<file path="config.mk">
export PLATFORM = sky130hd
export DESIGN_NAME = rx_pwr_seq
export DESIGN_NICKNAME = d
export VERILOG_FILES = /design/src/rtl/rx_pwr_seq_pkg.sv /design/src/rtl/rps_sync.sv /design/src/rtl/rps_clk_mon.sv /design/src/rtl/rps_lock_cnt.sv /design/src/rtl/rx_pwr_seq.sv
export SDC_FILE = /design/constraint.sdc
export NUM_CORES = 1
export LEC_CHECK = 0
export BUFFER_PORTS_ARGS = -buffer_cell sky130_fd_sc_hd__buf_2
export CORE_MARGIN = 5
export CORE_UTILIZATION = 50
export DETAILED_ROUTE_END_ITERATION = 6
export GPL_ROUTABILITY_DRIVEN = 0
export PLACE_DENSITY_LB_ADDON = 0.05
export RECOVER_POWER = 100
export SYNTH_ARGS = -nofsm -noshare
export SYNTH_HDL_FRONTEND = slang
export SYNTH_HIERARCHICAL = 1
export SYNTH_SLANG_ARGS = --single-unit
</file>
<file path="constraint.sdc">
create_clock -name clk -period 2.8 [get_ports clk]
set_clock_uncertainty 0.1 [all_clocks]
set_input_delay 0.28 -clock clk [delete_from_list [all_inputs] [get_ports clk]]
set_output_delay 0.28 -clock clk [all_outputs]
set_load 0.02 [all_outputs]
</file>
<file path="src/rtl/rx_pwr_seq_pkg.sv">
package rx_pwr_seq_pkg;

    typedef enum logic [1:0] {
        ST_OFF     = 2'd0,
        ST_LOCKING = 2'd1,
        ST_RUN     = 2'd2
    } seq_state_e;

    typedef struct packed {
        logic out_en;
        logic force_low;
    } pad_ctl_t;

endpackage

</file>
<file path="src/rtl/rps_sync.sv">
module rps_sync #(
    parameter int   STAGES  = 2,
    parameter logic RST_VAL = 1'b0
) (
    input  logic clk,
    input  logic rst_n,
    input  logic d,
    output logic q
);
    logic [STAGES-1:0] chain;

    always_ff @(posedge clk or negedge rst_n) begin
        if (!rst_n) begin
            chain <= {STAGES{RST_VAL}};
        end else begin
            chain <= {chain[STAGES-2:0], d};
        end
    end

    assign q = chain[STAGES-1];
endmodule

</file>
<file path="src/rtl/rps_clk_mon.sv">
module rps_clk_mon #(
    parameter int SYNC_STAGES = 2,
    parameter int LOSS_LIMIT  = 64
) (
    input  logic clk,
    input  logic rst_n,
    input  logic rx_clk,
    output logic rise,
    output logic clk_ok
);
    localparam int LW = $clog2(LOSS_LIMIT + 1);
    localparam logic [LW-1:0] LIMIT = LW'(LOSS_LIMIT);

    logic          rx_s;
    logic          rx_d;
    logic [LW-1:0] idle_cnt;

    rps_sync #(.STAGES(SYNC_STAGES), .RST_VAL(1'b0)) u_rx_sync (
        .clk   (clk),
        .rst_n (rst_n),
        .d     (rx_clk),
        .q     (rx_s)
    );

    always_ff @(posedge clk or negedge rst_n) begin
        if (!rst_n) begin
            rx_d <= 1'b0;
        end else begin
            rx_d <= rx_s;
        end
    end

    assign rise = rx_s & ~rx_d;

    // idle counter: cycles since the last rising edge, saturating at the limit;
    // starts saturated so an absent clock is reported as lost after reset
    always_ff @(posedge clk or negedge rst_n) begin
        if (!rst_n) begin
            idle_cnt <= LIMIT;
        end else if (rise) begin
            idle_cnt <= '0;
        end else if (idle_cnt < LIMIT) begin
            idle_cnt <= idle_cnt + 1'b1;
        end
    end

    assign clk_ok = rise | (idle_cnt < LIMIT);
endmodule

</file>
<file path="src/rtl/rps_lock_cnt.sv">
module rps_lock_cnt #(
    parameter int LOCK_CYCLES = 32800,
    localparam int CW = $clog2(LOCK_CYCLES + 1)
) (
    input  logic          clk,
    input  logic          rst_n,
    input  logic          clear,
    input  logic          step,
    output logic          done,
    output logic [CW-1:0] count
);
    localparam logic [CW-1:0] TARGET = CW'(LOCK_CYCLES);

    always_ff @(posedge clk or negedge rst_n) begin
        if (!rst_n) begin
            count <= '0;
        end else if (clear) begin
            count <= '0;
        end else if (step && (count != TARGET)) begin
            count <= count + 1'b1;
        end
    end

    assign done = (count == TARGET);
endmodule

</file>
<file path="src/rtl/rx_pwr_seq.sv">
module rx_pwr_seq
    import rx_pwr_seq_pkg::*;
#(
    parameter int LOCK_CYCLES = 32800,
    parameter int LOSS_LIMIT  = 64,
    parameter int SYNC_STAGES = 2
) (
    input  logic clk,
    input  logic rst_n,
    input  logic pd_n,
    input  logic rx_clk,
    output logic out_en,
    output logic force_low
);
    localparam int CW = $clog2(LOCK_CYCLES + 1);

    seq_state_e    state;
    seq_state_e    state_nx;
    pad_ctl_t      pad;
    logic          pd_s;
    logic          rx_rise;
    logic          clk_ok;
    logic          clk_lost;
    logic          lock_done;
    logic          lock_clear;
    logic [CW-1:0] lock_cnt;

    rps_sync #(.STAGES(SYNC_STAGES), .RST_VAL(1'b0)) u_pd_sync (
        .clk   (clk),
        .rst_n (rst_n),
        .d     (pd_n),
        .q     (pd_s)
    );

    rps_clk_mon #(.SYNC_STAGES(SYNC_STAGES), .LOSS_LIMIT(LOSS_LIMIT)) u_clk_mon (
        .clk    (clk),
        .rst_n  (rst_n),
        .rx_clk (rx_clk),
        .rise   (rx_rise),
        .clk_ok (clk_ok)
    );

    assign clk_lost   = ~clk_ok;
    assign lock_clear = (state != ST_LOCKING) | clk_lost;

    rps_lock_cnt #(.LOCK_CYCLES(LOCK_CYCLES)) u_lock_cnt (
        .clk   (clk),
        .rst_n (rst_n),
        .clear (lock_clear),
        .step  (rx_rise),
        .done  (lock_done),
        .count (lock_cnt)
    );

    // next-state decision
    always_comb begin
        state_nx = state;
        unique case (state)
            ST_OFF: begin
                if (pd_s) state_nx = ST_LOCKING;
            end
            ST_LOCKING: begin
                if (!pd_s)                       state_nx = ST_OFF;
                else if (lock_done && !clk_lost) state_nx = ST_RUN;
            end
            ST_RUN: begin
                if (!pd_s)         state_nx = ST_OFF;
                else if (clk_lost) state_nx = ST_LOCKING;
            end
            default: state_nx = ST_OFF;
        endcase
    end

    // state register
    always_ff @(posedge clk or negedge rst_n) begin
        if (!rst_n) begin
            state <= ST_OFF;
        end else begin
            state <= state_nx;
        end
    end

    // output decode
    always_comb begin
        pad = '{out_en: 1'b0, force_low: 1'b1};
        unique case (state)
            ST_OFF:     pad = '{out_en: 1'b0, force_low: 1'b1};
            ST_LOCKING: pad = '{out_en: 1'b1, force_low: 1'b1};
            ST_RUN:     pad = '{out_en: 1'b1, force_low: 1'b0};
            default:    pad = '{out_en: 1'b0, force_low: 1'b1};
        endcase
    end

    assign out_en    = pad.out_en;
    assign force_low = pad.force_low;
endmodule

</file>
==> summary.md, run 1 <==
| Metric | Value |
|---|---|
| Status | complete, but fails checks |
| Failing checks | capacitance limit, slew limit |
| PD cells | 616 nW/um2 |
| Vias in the first global route | 1158 |
| CP max FO | 11 |
| Global route overflow | 0 |
| Sw Ratio | 35.4% |
| P_sw | 0.000373 W |
| # resized after CTS | 0 |
| Hold Startpoint | u_clk_mon/u_rx_sync/chain[0] |
| Critical Path, Cell by Cell | nor2b_1, nand4_1, or2_0, or4_1, a21oi_1 |
| DRC | 0 |
| Reg area | 752 um2 |
| RSZ-0062 raised after global routing | false |
| Wire length per cell | 14.3 um |
| DRT iter0 DRCs | 67 |
| Post-Syn Nets | 162 |
| Post-CTS setup repair buffer count | 0 |
| Highest Clock Rate | 418 MHz |
| Pins Over Slew Limit | 31 |
| First-pass GRT wire length | 5250 um |
| Largest stage delay on the critical path | 0.60 ns |
| CP Class | reg2reg |
| Sequential Power Share | 50.1% |
| Starting Density | 51.8% |
| Post-synth EDFFs | 0 |
| Synth Register Bits | 30 |
| Final antenna-violating net count | 0 |
| Fin crit period | 2.39 ns |
| # clock sinks | 30 |
| CP Launch Type | register |
| Worst-Margin Slew | 1.60 ns |
| Vias per Instance | 5.61 |
| Class of the worst hold path | reg2reg |
| Post-layout util | 56.0% |
| Final hold slack | 0.258 ns |
| Fillcell total | 290 |
| Setup TNS | 0 ns |
| Logic pwr share | 27.4% |
| Synth unique cells | 46 |
| Layout cells sized above 1 | 10.4% |
| Relative slew slack | -6.98% |
| Final period util | 85.4% |
| Fin area | 1710 um2 |
| Syn avg cell area | 10.5 um2 |
| GRT Resource Usage Total | 15.8% |
| Core area | 3050 um2 |
| DRT Wirelength | 2960 um |
| Sequential share of the synthesized area | 47.5% |
| Clk_lat worst skew | 0.32 ns |
| # diodes | 0 |
| Final setup viols | 0 |
| CP Capture Type | register |
| Initial antenna violation count | 0 |
| CP max stage cell | nor2b_1 |
| Syn. warnings | 6 |
| Number of max-cap violations | 1 |
| IO Count | 6 |
| Clock transition at path regs | 0.09 ns |
| Cell family with most CP delay | simple AND/OR/NAND/NOR gates |
| Total CTS buffers | 5 |
| Multi-input logic area | 773 um2 |
| Crit path buf inv count | 0 |
| VDD IR max | 306 uV |
| Synthesized area | 1580 um2 |
| Synth Flop Type | dfrtp_1 |
| DRT Pass-1 Iters | 4 |
| Clk pwr share | 22.5% |
| Final #Nets | 174 |
| IO buf count | 5 |
| CTS tree | built |
| CP Launch Point | u_clk_mon/u_rx_sync/chain[1] |
| Final HPWL DP | 2010 um |
| Crit path arrival time | 2.53 ns |
| Crit path required time | 2.94 ns |
| Int Pwr | 0.000680 W |
| Die area | 4390 um2 |
| Clock root buffer master | clkbuf_4 |
| Synth async-reset ratio | 100% |
| H-Tree Depth | 2 |
| Std cell rows | 20 |
| Post-Synthesis Cells | 150 |
| Die span in y | 66.2 um |
| Placed cell area | 1650 um2 |
| Via count | 1161 |
| Maximum number of pins on one net before global-route repair | 31 |
| Area growth syn-to-layout | 8.15% |
| Die width | 66.2 um |
| Clk buf depth | 2 |
| Hold Fails Final Rpt | 0 |
| Leakage power | 0.737 nW |
| R2r startpoint | u_clk_mon/u_rx_sync/chain[1] |
-- metrics by stage --
step	setup WS, ns	total power [W]	instances
2_1_floorplan	0.811	0.000764	150
3_3_place_gp	0.651	0.000826	196
3_5_place_dp	0.512	0.000836	196
4_1_cts	0.491	0.00108	207
5_1_grt	0.281	0.00114	207
6_report	0.410	0.00105	207
-- routing by layer --
layer / track usage [%] / wire length (um) / vias up
met5: 0 / 0 / -
met3: 4.08 / 120 / 5
li1: - / - / 555
met2: 26.9 / 1500 / 28
met4: 8.38 / 40 / 0
met1: 18.0 / 1300 / 573
-- cells in the mapped netlist (2+ instances only) --
cell type  instances  area, um2
nand2_1            6       22.5
xnor2_1            3       26.3
nor2_1            16       60.1
and4_1             2       17.5
a21oi_1            7       35.0
and3_1             2       12.5
nand3_1            6       30.0
xor2_1             9       78.8
nor3b_1            3       22.5
or3_1              4       25.0
dfrtp_1           29        726
inv_1              7       26.3
mux2i_1            2       20.0
nor3_1             2       10.0
clkbuf_1           3       11.3
ha_1               8        100
o21ai_0            7       35.0
nand4_1            4       25.0
o31ai_1            2       15.0
nor4b_1            2       17.5
-- cells in the final DEF, fill, tap and decap left out, types with 2 or more instances in the layout --
cell,instances
xor2_1,9
or3_1,4
nand3_1,6
o31ai_1,2
nor3b_1,4
clkbuf_4,5
nand2_1,6
mux2i_1,2
ha_1,8
xnor2_1,3
clkbuf_1,7
buf_2,2
nor2_1,16
inv_1,7
dlygate4sd3_1,3
nor4b_1,2
nand4_1,5
dfrtp_1,29
nor3_1,2
and3_1,2
and4_1,2
o21ai_0,7
a21oi_1,7
-- worst reg2reg max path: cells and delay by family (launching register included) --
family             cells  cell delay [ns]
AOI/OAI and AO/OA      1             0.15
DFF                    1             0.34
and+or+nand+nor        4             1.72
-- registers in the layout, summed over array words and instances, names as in the netlist --
| signal | flops |
|---|---|
| u_clk_mon/u_rx_sync/chain | 2 |
| u_pd_sync/chain | 2 |
| u_clk_mon/rx_d | 1 |
| u_lock_cnt/count | 16 |
| u_clk_mon/idle_cnt | 7 |
| state | 2 |
-- final timing paths --
check | end | slack, ns | depth (start not counted)
worst max-delay path | u_lock_cnt/count[15] | 0.41 | 5
worst min-delay path | u_clk_mon/u_rx_sync/chain[1] | 0.26 | 0
worst max register to register | u_lock_cnt/count[15] | 0.41 | 5
worst min register to register | u_clk_mon/u_rx_sync/chain[1] | 0.26 | 0
max in group asynchronous | u_lock_cnt/count[6] | 0.88 | 2
min in group asynchronous | state[0] | 0.79 | 2
-- final cells by class --
type,count,share of cell area [%]
Tap cell,44,3.22
Multi-Input combinational cell,109,45.2
Timing Repair Buffer,9,3.22
Inverter,7,1.54
Clock buffer,8,2.85
Sequential cell,30,44.0
-- timing repair --
item | 4_1_cts | 5_1_grt
hold buffers | 3 | 0
endpoints found under the hold margin | 31 | 0
setup endpoints to repair | 0 | 0
-- power by group through the flow --
stage	clock, W	sequential [W]	combinational [W]
2_1_floorplan	0	0.000526	0.000238
3_3_place_gp	0	0.000537	0.000289
3_5_place_dp	0	0.000538	0.000298
4_1_cts	0.000251	0.000529	0.000303
5_1_grt	0.000275	0.000536	0.000326
6_report	0.000237	0.000528	0.000289
-- logic make-up after synthesis --
kind of cell	count (synthesis)	share of synthesized area (%)
AO/OA/AOI/OAI	23	9.42
XOR/XNOR	12	6.65
adder cells (fa/ha/maj)	8	6.33
buffers and inverters	11	2.85
flip-flops	30	47.5
multiplexers	2	1.27
AND/OR/NAND/NOR	64	26.0
Power figures use the tool's default switching activity.
==> run 2: changes to the inputs <==
ABC_AREA = 1   (was not set)
==> summary.md, run 2 <==
| Metric | Value |
|---|---|
| Area growth syn-to-layout | 8.49% |
| Most common cell in the netlist | nand2_1 |
| Synth async-reset ratio | 100% |
| # clock sinks | 30 |
| Synth Register Bits | 30 |
| Final HPWL DP | 2540 um |
| Most frequent cells in the layout | nand2_1, nor2_1, dfrtp_1 |
| DRC | 0 |
| Final antenna-violating net count | 0 |
| Relative slew slack | -6.45% |
| Clock transition at path regs | 0.06 ns |
| Worst-Margin Slew | 1.60 ns |
| Syn avg cell area | 7.55 um2 |
| Clk_lat worst skew | 0.28 ns |
| Fillcell total | 360 |
| Crit path required time | 2.91 ns |
| Crit path buf inv count | 4 |
| Largest cells by area after synthesis | dfrtp_1, nand2_1, nor2_1 |
| Finished Layout Cells | 302 |
| DRT iter0 DRCs | 81 |
| Final #Nets | 265 |
| Die width | 70.4 um |
| Leakage power | 1.00 nW |
| Synthesized area | 1830 um2 |
| Status | complete, but fails checks |
| Placed Cells | 291 |
| Post-Syn Nets | 254 |
| Vias per Instance | 4.90 |
| Hold Fails Final Rpt | 0 |
| CP Launch Type | register |
| # resized after CTS | 0 |
| CP most frequent cell | nand2_1 |
| Cell family with most CP delay | buffers and inverters |
| First-pass GRT wire length | 6320 um |
| Maximum number of pins on one net before global-route repair | 31 |
| PD cells | 569 nW/um2 |
| Post-synth EDFFs | 0 |
| Class of the worst hold path | reg2reg |
| Sequential share of the synthesized area | 41.2% |
| Commonest cells in the synthesized netlist | nand2_1, dfrtp_1, nor2_1, inv_1, nand3_1 |
| Die span in y | 70.4 um |
| Most common cell after layout, fill and taps aside | nand2_1 |
| Biggest regs | u_lock_cnt/count: 16 flops, u_clk_mon/idle_cnt: 7 flops |
| Final period util | 76.1% |
| Failing checks | capacitance limit, slew limit |
| Std cell rows | 22 |
| CP max FO | 14 |
| Total CTS buffers | 5 |
| Layout cells sized above 1 | 13.4% |
| Largest stage delay on the critical path | 0.39 ns |
| Max FFs per register | 16 |
| CTS tree | built |
| CP max stage cell | inv_1 |
| Synth unique cells | 25 |
| Largest register by flop count | u_lock_cnt/count |
| CP Capture Type | register |
| Wire length per cell | 11.6 um |
| Via count | 1479 |
| Final worst slack | 0.669 ns |
| H-Tree Depth | 2 |
| Final hold slack | 0.256 ns |
| Die area | 4960 um2 |
| IO Count | 6 |
| VDD IR max | 264 uV |
| Pins Over Slew Limit | 31 |
| Clk buf depth | 2 |
| DRT Wirelength | 3510 um |
| Fin crit period | 2.13 ns |
| IO buf count | 5 |
| Setup TNS | 0 ns |
| Highest Clock Rate | 469 MHz |
| RSZ-0062 raised after global routing | false |
| Crit path arrival time | 2.24 ns |
| Clock root buffer master | clkbuf_8 |
| Syn. warnings | 6 |
| GRT Resource Usage Total | 16.1% |
| DP Worst Slack | 0.793 ns |
| Global route overflow | 0 |
| Critical Path, Cell by Cell | inv_1, nor2_1, inv_1, nand2_1, nand2_1, inv_1, nand2_4, clkinv_2, nand2_1, nand2_1 |
| Number of max-cap violations | 1 |
| Reg area | 752 um2 |
| Fin area | 1980 um2 |
| Multi-input logic area | 913 um2 |
| CP Class | reg2reg |
| Post-synth top area share | 39.7% |
| # diodes | 0 |
| Post-Synthesis Cells | 242 |
| Final setup viols | 0 |
| Initial antenna violation count | 0 |
| Placed cell area | 1870 um2 |
| Synth Flop Type | dfrtp_1 |
| Vias in the first global route | 1457 |
| Core area | 3610 um2 |
| Starting Density | 50.7% |
| DRT Pass-1 Iters | 7 |
| Dominant cell type by area after synthesis | dfrtp_1 |
## run 2: worst register-to-register path: stages, from the launching register on
cell,delay [ns]
dfrtp_1,0.34
inv_1,0.04
nor2_1,0.24
inv_1,0.17
nand2_1,0.14
nand2_1,0.12
inv_1,0.39
nand2_4,0.13
clkinv_2,0.22
nand2_1,0.09
nand2_1,0.08
## run 2: layer usage
layer,global-route usage (%),part of all wire (%)
met5,0,0
met4,7.02,2.1
met3,4.03,3.3
met2,26.7,46
met1,19.7,49
## run 2: what timing repair did
action | CTS | global route
hold endpoints to repair | 31 | 0
hold buffers | 3 | 0
buffers inserted | 0 | 0
## run 2: path summary, 6_finish.rpt
| path | cells past startpoint | endpoint | start | slack [ns] |
|---|---|---|---|---|
| min reg2reg | 0 | u_pd_sync/chain[1] | u_pd_sync/chain[0] | 0.26 |
| min | 0 | u_pd_sync/chain[1] | u_pd_sync/chain[0] | 0.26 |
| max | 10 | u_lock_cnt/count[11] | u_clk_mon/u_rx_sync/chain[1] | 0.67 |
| max in group asynchronous | 2 | u_lock_cnt/count[11] | rst_n | 0.83 |
| max reg2reg | 10 | u_lock_cnt/count[11] | u_clk_mon/u_rx_sync/chain[1] | 0.67 |
| min in group asynchronous | 2 | u_clk_mon/idle_cnt[4] | rst_n | 0.83 |
## run 2: power by group
| group | internal, W | switching [W] |
|---|---|---|
| Clock | 0.000198 | 0.000155 |
| Combinational | 0.0000765 | 0.000188 |
| Sequential | 0.000471 | 0.0000390 |
| Total | 0.000745 | 0.000382 |
## run 2: through the flow
stage	util [%]	power [W]
after floorplan	-	0.000746
after global placement	51.9	0.000783
after detailed placement	51.9	0.000786
after CTS	55.3	0.00115
after global routing	55.0	0.00121
final	55.0	0.00113
## run 2: cell families (layout without fill, tap and decap cells)
| family | Yosys count | in the layout | share of synthesized area, % |
|---|---|---|---|
| and+or+nand+nor | 151 | 151 | 38.2 |
| buffers and inverters | 34 | 46 | 8.42 |
| DFF | 30 | 30 | 41.2 |
| AOI/OAI and AO/OA | 14 | 14 | 4.31 |
| adders and majority gates | 8 | 8 | 5.48 |
| xor gates and xnor gates | 5 | 5 | 2.40 |
## run 2: cell type report
type / instances / share of cell area [%]
well taps: 48 / 3.03
multi-input cells: 178 / 46.1
repair buffers: 8 / 2.59
clock buffers: 7 / 4.36
inverters: 30 / 5.74
flip-flops and latches: 30 / 37.9
clock inverters: 1 / 0.253
